<file path="config.mk">
export PLATFORM = sky130hd
export DESIGN_NAME = gpio_sc_port
export DESIGN_NICKNAME = d
export VERILOG_FILES = /design/src/rtl/gpio_sc_pkg.sv /design/src/rtl/gpio_sc_sync.sv /design/src/rtl/gpio_sc_bits.sv /design/src/rtl/gpio_sc_port.sv
export SDC_FILE = /design/constraint.sdc
export NUM_CORES = 1
export LEC_CHECK = 0
export BUFFER_PORTS_ARGS = -buffer_cell sky130_fd_sc_hd__buf_2
export CAP_MARGIN = 20
export CORE_MARGIN = 2
export CORE_UTILIZATION = 35
export DETAILED_ROUTE_END_ITERATION = 12
export HOLD_SLACK_MARGIN = 0.02
export PLACE_DENSITY = 0.69
export SKIP_CTS_REPAIR_TIMING = 1
export SYNTH_ARGS = -nofsm -noshare
export SYNTH_HDL_FRONTEND = slang
export SYNTH_SLANG_ARGS = --single-unit
</file>
<file path="constraint.sdc">
create_clock -name clk -period 1.03 [get_ports clk]
set_clock_uncertainty 0.15 [all_clocks]
set_input_delay 0.103 -clock clk [delete_from_list [all_inputs] [get_ports clk]]
set_output_delay 0.103 -clock clk [all_outputs]
set_load 0.02 [all_outputs]
</file>
<file path="src/rtl/gpio_sc_pkg.sv">
package gpio_sc_pkg;
    localparam int ADDR_W   = 8;
    localparam int DATA_W   = 32;
    localparam int MAX_LINES = 32;

    localparam logic [ADDR_W-1:0] OFS_DATA_SET = 8'h00;
    localparam logic [ADDR_W-1:0] OFS_DATA_CLR = 8'h04;
    localparam logic [ADDR_W-1:0] OFS_DIR_SET  = 8'h10;
    localparam logic [ADDR_W-1:0] OFS_DIR_CLR  = 8'h14;
    localparam logic [ADDR_W-1:0] OFS_DIR_VIEW = 8'h18;
    localparam logic [ADDR_W-1:0] OFS_PIN_VIEW = 8'h80;

    typedef enum logic [2:0] {
        ACC_NONE,
        ACC_DATA_SET,
        ACC_DATA_CLR,
        ACC_DIR_SET,
        ACC_DIR_CLR,
        ACC_DIR_VIEW,
        ACC_PIN_VIEW
    } acc_kind_e;
endpackage

</file>
<file path="src/rtl/gpio_sc_sync.sv">
module gpio_sc_sync #(
    parameter int WIDTH = 32
) (
    input  logic             clk,
    input  logic             rst_n,
    input  logic [WIDTH-1:0] raw_in,
    output logic [WIDTH-1:0] safe_out
);
    logic [WIDTH-1:0] stage1_q;
    logic [WIDTH-1:0] stage2_q;

    always_ff @(posedge clk or negedge rst_n) begin
        if (!rst_n) begin
            stage1_q <= '0;
            stage2_q <= '0;
        end else begin
            stage1_q <= raw_in;
            stage2_q <= stage1_q;
        end
    end

    assign safe_out = stage2_q;

    logic [1:0] age_q;
    always_ff @(posedge clk or negedge rst_n) begin
        if (!rst_n)              age_q <= '0;
        else if (age_q != 2'd3)  age_q <= age_q + 2'd1;
    end

    AST_SYNC_TWO_EDGES: assert property (@(posedge clk) disable iff (!rst_n)
        (age_q == 2'd3) |-> (safe_out == $past(raw_in, 2)));
endmodule

</file>
<file path="src/rtl/gpio_sc_bits.sv">
module gpio_sc_bits #(
    parameter int WIDTH = 32
) (
    input  logic             clk,
    input  logic             rst_n,
    input  logic             set_en,
    input  logic             clr_en,
    input  logic [WIDTH-1:0] mask,
    output logic [WIDTH-1:0] state
);
    always_ff @(posedge clk or negedge rst_n) begin
        if (!rst_n)      state <= '0;
        else if (set_en) state <= state | mask;
        else if (clr_en) state <= state & ~mask;
    end

    AST_SET_RAISES: assert property (@(posedge clk) disable iff (!rst_n)
        set_en |=> ((state & $past(mask)) == $past(mask)));
    AST_SET_KEEPS_OTHERS: assert property (@(posedge clk) disable iff (!rst_n)
        set_en |=> (((state ^ $past(state)) & ~$past(mask)) == '0));
    AST_CLR_LOWERS: assert property (@(posedge clk) disable iff (!rst_n)
        (clr_en && !set_en) |=> ((state & $past(mask)) == '0));
    AST_IDLE_HOLDS: assert property (@(posedge clk) disable iff (!rst_n)
        (!set_en && !clr_en) |=> $stable(state));
endmodule

</file>
<file path="src/rtl/gpio_sc_port.sv">
module gpio_sc_port
    import gpio_sc_pkg::*;
#(
    parameter int LINES = 32
) (
    input  logic              clk,
    input  logic              rst_n,
    input  logic              bus_wr,
    input  logic              bus_rd,
    input  logic [ADDR_W-1:0] bus_addr,
    input  logic [DATA_W-1:0] bus_wdata,
    output logic [DATA_W-1:0] bus_rdata,
    input  logic [LINES-1:0]  pin_in,
    output logic [LINES-1:0]  pin_out,
    output logic [LINES-1:0]  pin_oe
);
    initial begin
        assert (LINES >= 1 && LINES <= MAX_LINES);
    end

    acc_kind_e        kind;
    logic [LINES-1:0] data_q;
    logic [LINES-1:0] dir_q;
    logic [LINES-1:0] pins_sync;
    logic [LINES-1:0] line_mask;
    logic [DATA_W-1:0] rd_next;
    logic [DATA_W-1:0] rdata_q;

    assign line_mask = bus_wdata[LINES-1:0];

    always_comb begin
        unique case (bus_addr)
            OFS_DATA_SET: kind = ACC_DATA_SET;
            OFS_DATA_CLR: kind = ACC_DATA_CLR;
            OFS_DIR_SET:  kind = ACC_DIR_SET;
            OFS_DIR_CLR:  kind = ACC_DIR_CLR;
            OFS_DIR_VIEW: kind = ACC_DIR_VIEW;
            OFS_PIN_VIEW: kind = ACC_PIN_VIEW;
            default:      kind = ACC_NONE;
        endcase
    end

    gpio_sc_bits #(.WIDTH(LINES)) u_data (
        .clk    (clk),
        .rst_n  (rst_n),
        .set_en (bus_wr && kind == ACC_DATA_SET),
        .clr_en (bus_wr && kind == ACC_DATA_CLR),
        .mask   (line_mask),
        .state  (data_q)
    );

    gpio_sc_bits #(.WIDTH(LINES)) u_dir (
        .clk    (clk),
        .rst_n  (rst_n),
        .set_en (bus_wr && kind == ACC_DIR_SET),
        .clr_en (bus_wr && kind == ACC_DIR_CLR),
        .mask   (line_mask),
        .state  (dir_q)
    );

    gpio_sc_sync #(.WIDTH(LINES)) u_sync (
        .clk      (clk),
        .rst_n    (rst_n),
        .raw_in   (pin_in),
        .safe_out (pins_sync)
    );

    always_comb begin
        rd_next = '0;
        if (bus_rd) begin
            unique case (kind)
                ACC_DIR_VIEW: rd_next[LINES-1:0] = dir_q;
                ACC_PIN_VIEW: rd_next[LINES-1:0] = pins_sync;
                default:      rd_next = '0;
            endcase
        end
    end

    always_ff @(posedge clk or negedge rst_n) begin
        if (!rst_n) rdata_q <= '0;
        else        rdata_q <= rd_next;
    end

    assign bus_rdata = rdata_q;
    assign pin_out   = data_q;
    assign pin_oe    = dir_q;

    AST_IDLE_READ_ZERO: assert property (@(posedge clk) disable iff (!rst_n)
        !bus_rd |=> (bus_rdata == '0));
    AST_STRAY_READ_ZERO: assert property (@(posedge clk) disable iff (!rst_n)
        (bus_rd && kind != ACC_DIR_VIEW && kind != ACC_PIN_VIEW) |=> (bus_rdata == '0));
    AST_DIR_READBACK: assert property (@(posedge clk) disable iff (!rst_n)
        (bus_rd && bus_addr == OFS_DIR_VIEW) |=> (bus_rdata[LINES-1:0] == $past(pin_oe)));
    AST_STRAY_WRITE_HOLDS: assert property (@(posedge clk) disable iff (!rst_n)
        (bus_wr && bus_addr != OFS_DATA_SET && bus_addr != OFS_DATA_CLR
         && bus_addr != OFS_DIR_SET && bus_addr != OFS_DIR_CLR)
        |=> ($stable(pin_out) && $stable(pin_oe)));
endmodule

</file>
==> results.json <==
{
  "worstPathRequired_ns": 0.78,
  "cp-end-kind": "output port",
  "place_congestion": 0.770,
  "post_drt_wl_per_cell_um": 18.9,
  "cp-start-kind": "register",
  "pre_cts_slack_ns": -0.516,
  "fill_cells": 1298,
  "path_max_fanout": 3,
  "switchingPower_uw": 3780,
  "die_area_um2": 18400,
  "cts_inserted_buffers": 17,
  "diodes": 0,
  "syn-num-nets": 567,
  "finish.instance_area_um2": 10300,
  "clkSlewWorstSetupHoldPaths_ns": 0.07,
  "violations": "negative hold slack, negative setup slack",
  "power_uw": 15300,
  "seq_area_frac_synth_pct": 66.0,
  "drt_iter0_markers": 254,
  "route.detailed.drc": 0,
  "pwr-share-clk_pct": 45.4,
  "slew_headroom_pct": 52.8,
  "synth_seq_cells": 160,
  "cts_tree": "yes",
  "p_int_uw": 11500,
  "insertion_delay_ns": 0.43,
  "ios": 172,
  "fin_ws_ns": -0.247,
  "powerDensity_nw_per_um2": 1490,
  "detail-route-antenna-nets": 0,
  "cp.arrival_ns": 1.02,
  "p_seq_share_pct": 43.7,
  "multiInputGateArea_um2": 2030,
  "whs_ns": -0.0411,
  "synth_xor_area_share_pct": 0,
  "sw_frac_of_total_pct": 24.7,
  "synth-compound-area-share_pct": 2.64,
  "grt.total_usage_pct": 17.1,
  "synth_warnings": 0,
  "synth_top_family_by_area": "simple AND/OR/NAND/NOR gates",
  "final-seq-area_um2": 4000,
  "synthAdderAreaFrac_pct": 0,
  "finalHoldViolCount": 20,
  "period_minus_slack_ns": 1.28,
  "grt_pass1_vias": 4253,
  "dp_hpwl_mm": 10.6,
  "antenna_found_initial": 0,
  "dpl_cell_area_um2": 7440,
  "drive_above_1_share_pct": 45.6,
  "syn_area_um2": 6070,
  "syn_to_final_growth_pct": 69.2,
  "ff2ff_path_depth": 3,
  "cap_violations": 0,
  "dr.pass1.iters": 4,
  "path_cells": "buf_6",
  "grt_setup_unrepaired": "yes",
  "via_per_inst": 4.70,
  "p_leak_uw": 0.00505,
  "initial_utilization_pct": 35.5,
  "cpMaxStageDelayCell": "dfrtp_1",
  "muxShareOfSynthArea_pct": 10.6,
  "critPathBufInv": 1,
  "finalCritPeriodShare_pct": 124,
  "slowest_delay_ns": 0.43,
  "fp-row-count": 48,
  "htreeDepth": 4,
  "finalSetupViolations": 110,
  "yosysUniqueCellTypes": 15,
  "yosys.area_share.simple_pct": 13.4,
  "final_max_slew_viol_count": 0,
  "worst_pin_slew_ns": 0.708,
  "vias": 4816,
  "cts-root-buf": "clkbuf_16",
  "die_w_um": 136,
  "grt_pass1_wl_mm": 23.6,
  "routed_wl_mm": 19.3,
  "status": "finished with violations",
  "crit_type": "register to output port",
  "hold_class": "input port to asynchronous set/reset pin",
  "grt-ovfl-total": 0,
  "clock.fmax_ghz": 0.783,
  "reg2reg_slack_ns": 0,
  "die_y_um": 136,
  "ir_drop_mv": 1.15,
  "nets": 862,
  "port_buffers": 171,
  "grt_max_degree": 65,
  "core_um2": 17100,
  "pwr-share-comb_pct": 10.9,
  "avgSynthCellArea_um2": 12.4,
  "clk_path_buf_depth": 2,
  "syn_inst": 491,
  "reg2reg_to": "bus_rdata[30]$_DFF_PN0_",
  "cts.sinks": 160,
  "crit_family": "flip-flops"
}
-- power groups by stage --
stage | clock (uW) | sequential, uW | combinational, uW
after global placement | 0 | 6770 | 1060
final | 6950 | 6690 | 1660
after detailed placement | 0 | 6770 | 1070
after CTS | 7010 | 6660 | 1080
after global routing | 7310 | 6700 | 1790
after floorplan | 0 | 6900 | 322
-- cells in the mapped netlist, drive strengths merged --
library cell  number  area [um^2]
a21oi             32          160
buf               23          155
clkbuf            15         56.3
dfrtp            160         4000
inv               64          240
mux2i             64          641
nand3             96          480
nand3b            32          240
nor4               1         21.3
nor4b              3         62.6
or4b               1         10.0
-- cell type report --
class	instances	share of cell area, %
clock buffers	17	4.14
repair buffers	314	29.9
inverters	64	2.34
multi-input cells	229	19.8
clock inverters	15	2.16
flip-flops and latches	160	39.0
well taps	225	2.74
-- cell families (layout without fill, tap and decap cells) --
group           after synthesis  in the layout
compound gates               32             32
buf+inv                     102            410
flops                       160            160
mux                          64             64
simple gates                133            133
-- how the worst max path moves through the flow --
| stage | endpoint | slack, ns | depth (start not counted) |
|---|---|---|---|
| floorplan | register | -0.23 | 6 |
| detailed placement | bus_rdata[30]$_DFF_PN0_ | -0.52 | 4 |
| global placement | bus_rdata[26]$_DFF_PN0_ | -0.53 | 4 |
| CTS | pin_oe[31] | -0.28 | 1 |
| global route | pin_oe[26] | -0.28 | 1 |
| finish | pin_oe[7] | -0.25 | 1 |
-- worst register-to-register path, cell delays in order (launching register included) --
cell and delay, ns:
dfrtp_1 0.41, buf_4 0.14, nand3_1 0.10, a21oi_2 0.16
-- placed cells by master, fill, tap and decap left out --
master / n
dfrtp_1: 160
buf_6: 107
buf_2: 70
dlygate4sd3_1: 65
inv_1: 64
mux2i_1: 63
buf_4: 48
nand3_2: 47
nand3_1: 43
nand3b_1: 32
clkbuf_16: 26
a21oi_2: 24
buf_12: 10
a21oi_1: 8
nand3_4: 6
buf_8: 5
inv_6: 4
bufinv_16: 4
nor4b_4: 3
inv_8: 3
clkinv_4: 2
clkinvlp_4: 2
or4b_4: 1
nor4_4: 1
mux2i_2: 1
-- per-stage QoR --
stage | instances | setup TNS (ns) | utilization [%]
after floorplan | 491 | -19.82 | -
after global placement | 879 | -44.41 | 43.5
after detailed placement | 879 | -45.97 | 43.5
after CTS | 911 | -22.81 | 47.2
after global routing | 1024 | -22.37 | 60.0
final | 1024 | -18.49 | 60.0
-- metal layers --
| metal | track usage (%) | routed length [um] |
|---|---|---|
| met1 | 21.6 | 7680 |
| met2 | 27.7 | 10200 |
| met3 | 6.10 | 1160 |
| met4 | 4.98 | 261 |
| met5 | 0 | 0 |
Power figures use the tool's default switching activity.
